--- src/rtl/lcr_pkg.sv ---
`timescale 1ns/1ps
package lcr_pkg;
    localparam int BYTE_W      = 8;
    localparam int CMD_BYTES   = 4;
    localparam int CMD_W       = BYTE_W * CMD_BYTES;
    localparam int CNT_FIELD_W = 6;   // width of the count field in the control register
    localparam int ADDR_W      = 2;

    typedef enum logic [ADDR_W-1:0] {
        SEL_CTRL = 2'd0,
        SEL_CMD  = 2'd1,
        SEL_DATA = 2'd2,
        SEL_NONE = 2'd3
    } reg_sel_e;
endpackage

--- src/rtl/lcr_cmd_serializer.sv ---
`timescale 1ns/1ps
module lcr_cmd_serializer #(
    parameter int BYTE_W = 8,
    parameter int NBYTES = 4
) (
    input  logic                     clk,
    input  logic                     rst_n,
    input  logic                     start_i,
    input  logic [NBYTES*BYTE_W-1:0] word_i,
    output logic                     tx_valid_o,
    output logic [BYTE_W-1:0]        tx_data_o,
    input  logic                     tx_ready_i,
    output logic                     last_fire_o,
    output logic                     busy_o
);
    localparam int IDX_W = (NBYTES > 1) ? $clog2(NBYTES) : 1;
    localparam int WW    = NBYTES * BYTE_W;
    localparam logic [IDX_W-1:0] LAST_IDX = IDX_W'(NBYTES - 1);

    typedef struct packed {
        logic             active;
        logic [IDX_W-1:0] idx;
        logic [WW-1:0]    shreg;
    } ser_t;

    ser_t ser_d, ser_q;

    always_comb begin
        ser_d = ser_q;
        if (!ser_q.active) begin
            if (start_i) begin
                ser_d.active = 1'b1;
                ser_d.idx    = '0;
                ser_d.shreg  = word_i;
            end
        end else if (tx_ready_i) begin
            ser_d.shreg = ser_q.shreg >> BYTE_W;
            if (ser_q.idx == LAST_IDX) begin
                ser_d.active = 1'b0;
                ser_d.idx    = '0;
            end else begin
                ser_d.idx = ser_q.idx + IDX_W'(1);
            end
        end
    end

    always_ff @(posedge clk or negedge rst_n) begin
        if (!rst_n) ser_q <= '0;
        else        ser_q <= ser_d;
    end

    assign tx_valid_o  = ser_q.active;
    assign tx_data_o   = ser_q.shreg[BYTE_W-1:0];
    assign last_fire_o = ser_q.active && tx_ready_i && (ser_q.idx == LAST_IDX);
    assign busy_o      = ser_q.active;
endmodule

--- src/rtl/lcr_reply_buffer.sv ---
`timescale 1ns/1ps
module lcr_reply_buffer #(
    parameter int BYTE_W = 8,
    parameter int DEPTH  = 32,
    localparam int CNT_W = $clog2(DEPTH + 1)
) (
    input  logic              clk,
    input  logic              rst_n,
    input  logic              clear_i,
    input  logic              arm_i,
    input  logic              rx_valid_i,
    input  logic [BYTE_W-1:0] rx_data_i,
    input  logic              rx_end_i,
    input  logic              rd_adv_i,
    output logic [BYTE_W-1:0] rd_byte_o,
    output logic [CNT_W-1:0]  count_o,
    output logic              done_o,
    output logic              capturing_o
);
    localparam int AW = $clog2(DEPTH);
    localparam logic [CNT_W-1:0] FULL = CNT_W'(DEPTH);

    typedef struct packed {
        logic                         capturing;
        logic                         done;
        logic [CNT_W-1:0]             count;
        logic [CNT_W-1:0]             rdptr;
        logic [DEPTH-1:0][BYTE_W-1:0] mem;
    } rb_t;

    rb_t rb_d, rb_q;
    logic have_byte;

    assign have_byte = rb_q.done && (rb_q.rdptr < rb_q.count);

    always_comb begin
        rb_d = rb_q;
        if (rd_adv_i && have_byte)
            rb_d.rdptr = rb_q.rdptr + CNT_W'(1);
        if (clear_i) begin
            rb_d.capturing = 1'b0;
            rb_d.done      = 1'b0;
            rb_d.count     = '0;
            rb_d.rdptr     = '0;
        end else if (arm_i) begin
            rb_d.capturing = 1'b1;
        end else if (rb_q.capturing) begin
            if (rx_valid_i && (rb_q.count < FULL)) begin
                rb_d.mem[rb_q.count[AW-1:0]] = rx_data_i;
                rb_d.count = rb_q.count + CNT_W'(1);
            end
            if (rx_end_i) begin
                rb_d.capturing = 1'b0;
                rb_d.done      = 1'b1;
            end
        end
    end

    always_ff @(posedge clk or negedge rst_n) begin
        if (!rst_n) rb_q <= '0;
        else        rb_q <= rb_d;
    end

    assign rd_byte_o   = have_byte ? rb_q.mem[rb_q.rdptr[AW-1:0]] : '0;
    assign count_o     = rb_q.count;
    assign done_o      = rb_q.done;
    assign capturing_o = rb_q.capturing;
endmodule

--- src/rtl/lcr_host_port.sv ---
`timescale 1ns/1ps
module lcr_host_port
    import lcr_pkg::*;
#(
    parameter int CNT_W = 6
) (
    input  logic              clk,
    input  logic              rst_n,
    input  logic              reg_wr,
    input  logic              reg_rd,
    input  logic [ADDR_W-1:0] reg_addr,
    input  logic [CMD_W-1:0]  reg_wdata,
    output logic [BYTE_W-1:0] reg_rdata,
    input  logic              busy_i,
    input  logic              done_i,
    input  logic [CNT_W-1:0]  count_i,
    input  logic [BYTE_W-1:0] rd_byte_i,
    output logic              start_o,
    output logic [CMD_W-1:0]  cmd_word_o,
    output logic              rd_adv_o
);
    typedef struct packed {
        logic [CMD_W-1:0]  cmd;
        logic [BYTE_W-1:0] rdata;
    } hp_t;

    hp_t hp_d, hp_q;
    reg_sel_e sel;

    assign sel = reg_sel_e'(reg_addr);

    always_comb begin
        hp_d = hp_q;
        if (reg_wr && sel == SEL_CMD)
            hp_d.cmd = reg_wdata;
        if (reg_rd) begin
            unique case (sel)
                SEL_CTRL: hp_d.rdata = {CNT_FIELD_W'(count_i), done_i, 1'b0};
                SEL_DATA: hp_d.rdata = rd_byte_i;
                default:  hp_d.rdata = '0;
            endcase
        end
    end

    always_ff @(posedge clk or negedge rst_n) begin
        if (!rst_n) hp_q <= '0;
        else        hp_q <= hp_d;
    end

    assign start_o    = reg_wr && (sel == SEL_CTRL) && reg_wdata[0] && !busy_i;
    assign rd_adv_o   = reg_rd && (sel == SEL_DATA);
    assign cmd_word_o = hp_q.cmd;
    assign reg_rdata  = hp_q.rdata;
endmodule

--- src/rtl/lens_cmd_bridge.sv ---
`timescale 1ns/1ps
module lens_cmd_bridge
    import lcr_pkg::*;
#(
    parameter int DEPTH = 32
) (
    input  logic        clk,
    input  logic        rst_n,
    input  logic        reg_wr,
    input  logic        reg_rd,
    input  logic [1:0]  reg_addr,
    input  logic [31:0] reg_wdata,
    output logic [7:0]  reg_rdata,
    output logic        lens_tx_valid,
    output logic [7:0]  lens_tx_data,
    input  logic        lens_tx_ready,
    input  logic        lens_rx_valid,
    input  logic [7:0]  lens_rx_data,
    input  logic        lens_rx_end
);
    localparam int CNT_W = $clog2(DEPTH + 1);

    logic             start_go;
    logic [CMD_W-1:0] cmd_word;
    logic             rd_adv;
    logic             ser_busy;
    logic             last_fire;
    logic             capturing;
    logic             reply_done;
    logic [CNT_W-1:0] reply_cnt;
    logic [BYTE_W-1:0] rd_byte;
    logic             busy;

    assign busy = ser_busy || capturing;

    lcr_host_port #(.CNT_W(CNT_W)) u_host (
        .clk        (clk),
        .rst_n      (rst_n),
        .reg_wr     (reg_wr),
        .reg_rd     (reg_rd),
        .reg_addr   (reg_addr),
        .reg_wdata  (reg_wdata),
        .reg_rdata  (reg_rdata),
        .busy_i     (busy),
        .done_i     (reply_done),
        .count_i    (reply_cnt),
        .rd_byte_i  (rd_byte),
        .start_o    (start_go),
        .cmd_word_o (cmd_word),
        .rd_adv_o   (rd_adv)
    );

    lcr_cmd_serializer #(.BYTE_W(BYTE_W), .NBYTES(CMD_BYTES)) u_ser (
        .clk         (clk),
        .rst_n       (rst_n),
        .start_i     (start_go),
        .word_i      (cmd_word),
        .tx_valid_o  (lens_tx_valid),
        .tx_data_o   (lens_tx_data),
        .tx_ready_i  (lens_tx_ready),
        .last_fire_o (last_fire),
        .busy_o      (ser_busy)
    );

    lcr_reply_buffer #(.BYTE_W(BYTE_W), .DEPTH(DEPTH)) u_rbuf (
        .clk         (clk),
        .rst_n       (rst_n),
        .clear_i     (start_go),
        .arm_i       (last_fire),
        .rx_valid_i  (lens_rx_valid),
        .rx_data_i   (lens_rx_data),
        .rx_end_i    (lens_rx_end),
        .rd_adv_i    (rd_adv),
        .rd_byte_o   (rd_byte),
        .count_o     (reply_cnt),
        .done_o      (reply_done),
        .capturing_o (capturing)
    );
endmodule

--- config.mk ---
export PLATFORM = sky130hd
export DESIGN_NAME = lens_cmd_bridge
export DESIGN_NICKNAME = d
export VERILOG_FILES = /design/src/rtl/lcr_pkg.sv /design/src/rtl/lcr_cmd_serializer.sv /design/src/rtl/lcr_reply_buffer.sv /design/src/rtl/lcr_host_port.sv /design/src/rtl/lens_cmd_bridge.sv
export SDC_FILE = /design/constraint.sdc
export NUM_CORES = 1
export LEC_CHECK = 0
export CAP_MARGIN = 20
export CORE_MARGIN = 4
export CORE_UTILIZATION = 30
export DETAILED_ROUTE_END_ITERATION = 10
export DONT_BUFFER_PORTS = 1
export PLACE_DENSITY = 0.47
export SYNTH_ARGS = -nofsm -noshare
export SYNTH_HDL_FRONTEND = slang
export SYNTH_SLANG_ARGS = --single-unit
--- constraint.sdc ---
create_clock -name clk -period 2.28 [get_ports clk]
set_input_delay 0.228 -clock clk [delete_from_list [all_inputs] [get_ports clk]]
set_output_delay 0.228 -clock clk [all_outputs]
set_load 0.005 [all_outputs]
==> key figures <==
Status
  – Status: finished with violations
  – Failing checks: negative hold slack

Layout
  – Cell Count, Final, Fillers Out: 1,867
  – Nets: 1,219
  – # diodes: 0
  – Share of layout cells above drive strength 1: 43.7%
  – Layout area overhead: 18.9%

Synth
  – Cell count after synthesis: 1,091
  – Most common cell in the netlist: dfrtp_1
  – Dominant synthesized flop cell: dfrtp_1
  – Synth top area cells: dfrtp_1 55%, mux2_2 21%, mux4_2 9.6%
  – Yosys warns: 0
  – Post-synthesis sequential area ratio: 55.5%
  – Area leader, netlist: dfrtp_1
  – EDFF count, synth: 0
  – Netlist cell types: 44
  – Synth async-reset ratio: 100%
  – Top cell type's share of synthesized area: 55.5%
  – #FFs+latches synth: 345
  – Synthesized Nets: 1,151
  – Syn avg cell area: 14.3 um^2
  – Most frequent cells after synthesis: 345 x dfrtp_1, 287 x mux2_2, 94 x nand2_1, 66 x mux4_2, 45 x clkbuf_1
  – Post-synthesis cell area: 15,600 um^2

Setup path
  – Crit Path Class: flop to flop
  – Critical Path Start Type: flop
  – Worst path arrival time: 2.61 ns
  – CP cell instances: buf_4 -> mux4_2 -> mux4_2 -> o21ai_0 -> o21ai_0
  – Crit-path max FO: 10
  – Worst endpoint required time: 2.71 ns
  – WP buf/inv: 1
  – R2R depth: 5
  – Max stage delay on crit path: 0.54 ns
  – Setup crit end kind: flop
  – Number of cells on the critical path: 5
  – Crit-path leading delay family: multiplexers
  – CP max-delay cell: dfrtp_4

Global routing
  – Vias in the first global route: 9,837
  – Initial antenna violation count: 0
  – Total grt overflow: 0
  – Global-route wire length before repair: 62,200 um
  – Pin count of the biggest net entering global routing: 346
  – GR Util met2: 22.5%
  – Grt met3 use: 3.92%
  – Total GRT Usage: 14.4%
  – Most used routing layer: met2
  – M1 GR Usage: 20.0%

STA
  – Final hold vios: 345
  – Final setup viols: 0
  – Setup TNS: 0 ns
  – Fin Clk Skew: 0.0262 ns
  – Final period utilization: 95.3%
  – Worst-margin pin slew: 1.36 ns
  – Worst Hold Margin: -0.627 ns
  – Pins Over Slew Limit: 0
  – RSZ-0062 raised after global routing: no
  – Max Fclk: 460 MHz
  – Tmin final: 2.17 ns
  – Relative slew slack: 9.08%

Clock network
  – CTS H-tree lvls: 2
  – Reg clk slew, reported paths: 0.06 ns
  – Root Buffer Master: clkbuf_16
  – Clock buffer count from CTS: 41
  – Worst-skew pair later-pin latency: 0.56 ns
  – CTS Hold Buffers Added: 45
  – Clk sinks: 345
  – CTS tree: done
  – Max Root-Sink Buffers: 3

Route
  – Post-route antenna net violation count: 0
  – Starting DRT DRC Count: 575
  – Final routed DRC violation total: 0
  – Vias/cell: 4.94
  – Drt first pass iters: 5
  – DR vias: 9,222
  – Final WL: 39,500 um
  – WL per Instance: 21.2 um

Floorplan
  – Die ar.: 55,600 um^2
  – Starting Density: 30.3%
  – IO Pins: 66
  – Cell row count: 83
  – Die Y: 236 um
  – Die W: 236 um
  – CORE AREA: 51,300 um^2

Pwr
  – Psw: 0.00459 W
  – Comb pwr share: 18.3%
  – Pwr Density: 912 nW/um^2
  – Leakage: 8.67 nW
  – VDD IR-drop max: 0.000402 V
  – Sequential power share: 42.3%
  – Clk pwr share: 39.3%
  – Pint: 0.0123 W
  – Sw Share: 27.2%

Min path
  – Worst hold path class: primary input to asynchronous set/reset pin

Place
  – Port bufs: 0
  – RD Place Congestion: 0.796
  – DP HPWL: 24,900 um
  – Placed Cells: 1,744

Run
  – Max Cap Violations: 0
-- sequential cells by signal, indices dropped and copies added (netlist names) --
| signal | flops |
|---|---|
| u_rbuf.count_o | 6 |
| u_ser.ser_q | 26 |
| u_host.cmd_word_o | 32 |
| u_ser.tx_data_o | 8 |
| u_host.reg_rdata | 8 |
| u_ser.busy_o | 1 |
| u_rbuf.capturing_o | 1 |
| u_rbuf.done_o | 1 |
| u_rbuf.rb_q | 262 |
-- through the flow --
step                power, W  hold WS, ns  worst slack, ns  utilization, %  instance area [um^2]
floorplan            0.00919      -0.0676            0.146               -                 15600
global placement      0.0101      -0.0595           0.0370            32.3                 16500
detailed placement    0.0101      -0.0591           0.0599            32.3                 16500
CTS                   0.0171       -0.662           0.0430            35.9                 18400
global route          0.0177       -0.666           0.0156            36.0                 18500
finish                0.0169       -0.627            0.106            36.0                 18500
-- final timing paths --
path,start,slack (ns),end
max reg2reg,u_rbuf.rb_q[256],0.11,u_host.reg_rdata[5]
max in group asynchronous,rst_n,1.64,u_rbuf.rb_q[256]
min in group clk,lens_rx_data[7],0.03,u_rbuf.rb_q[47]
max,u_rbuf.rb_q[256],0.11,u_host.reg_rdata[5]
min,rst_n,-0.63,u_ser.ser_q[27]
min reg2reg,u_host.cmd_word_o[24],0.48,u_ser.ser_q[24]
-- power groups by stage --
| stage | combinational (W) | sequential [W] | clock, W |
|---|---|---|---|
| after detailed placement | 0.00286 | 0.00727 | 0 |
| after CTS | 0.00304 | 0.00717 | 0.00687 |
| after floorplan | 0.00216 | 0.00703 | 0 |
| final | 0.00309 | 0.00714 | 0.00663 |
| after global routing | 0.00337 | 0.00721 | 0.00712 |
| after global placement | 0.00281 | 0.00727 | 0 |
-- area by class of cell --
type | count | area, um^2
clock buffer | 59 | 1180
multi-input combinational | 655 | 6490
fill | 4977 | 32800
inverter | 15 | 56.3
clock inverter | 12 | 180
timing repair buffer | 101 | 1090
tap | 680 | 851
sequential | 345 | 8640
-- routing by layer --
metal | wire [um] | vias up
li1 | - | 4123
met2 | 18200 | 160
met4 | 714 | 0
met3 | 2190 | 51
met5 | 0 | -
met1 | 18400 | 4888
-- cells by family after synthesis --
family                   synth area share (%)
AO/OA/AOI/OAI                            4.01
XOR/XNOR                                0.225
adder cells (fa/ha/maj)                 0.885
buffers and inverters                    2.75
flip-flops                               55.5
multiplexers                             30.9
AND/OR/NAND/NOR                          5.70
-- timing repair --
action / CTS / global route
endpoints found under the setup margin: 0 / 3
hold endpoints to repair: 645 / 345
setup buffers: 0 / 7
gates resized for setup: 0 / 0
-- layout by cell type (no fill, tap or decap), types with 2 or more instances in the layout --
cell type and count:
nand2_2 32, dlygate4sd3_1 37, a31o_2 2, or4_1 4
mux2_2 287, nor2_1 12, clkbuf_1 10, or3b_2 2
mux4_2 66, nand2_1 94, bufinv_16 4, buf_4 45
inv_1 15, and2_1 5, o22ai_1 17, xnor2_1 4
nand3_1 9, nor3_1 9, mux2i_1 6, ha_1 11
nor2b_1 4, a22oi_1 26, mux2_1 3, clkinv_2 4
buf_12 19, dfrtp_1 343, clkbuf_8 7, a31oi_1 3
clkinvlp_4 2, a21o_1 3, clkbuf_16 42, o31ai_1 2
or3_1 3, o21ai_0 27, a21oi_1 10, nand3b_1 3
No activity file was read; power rests on OpenSTA's default activity.
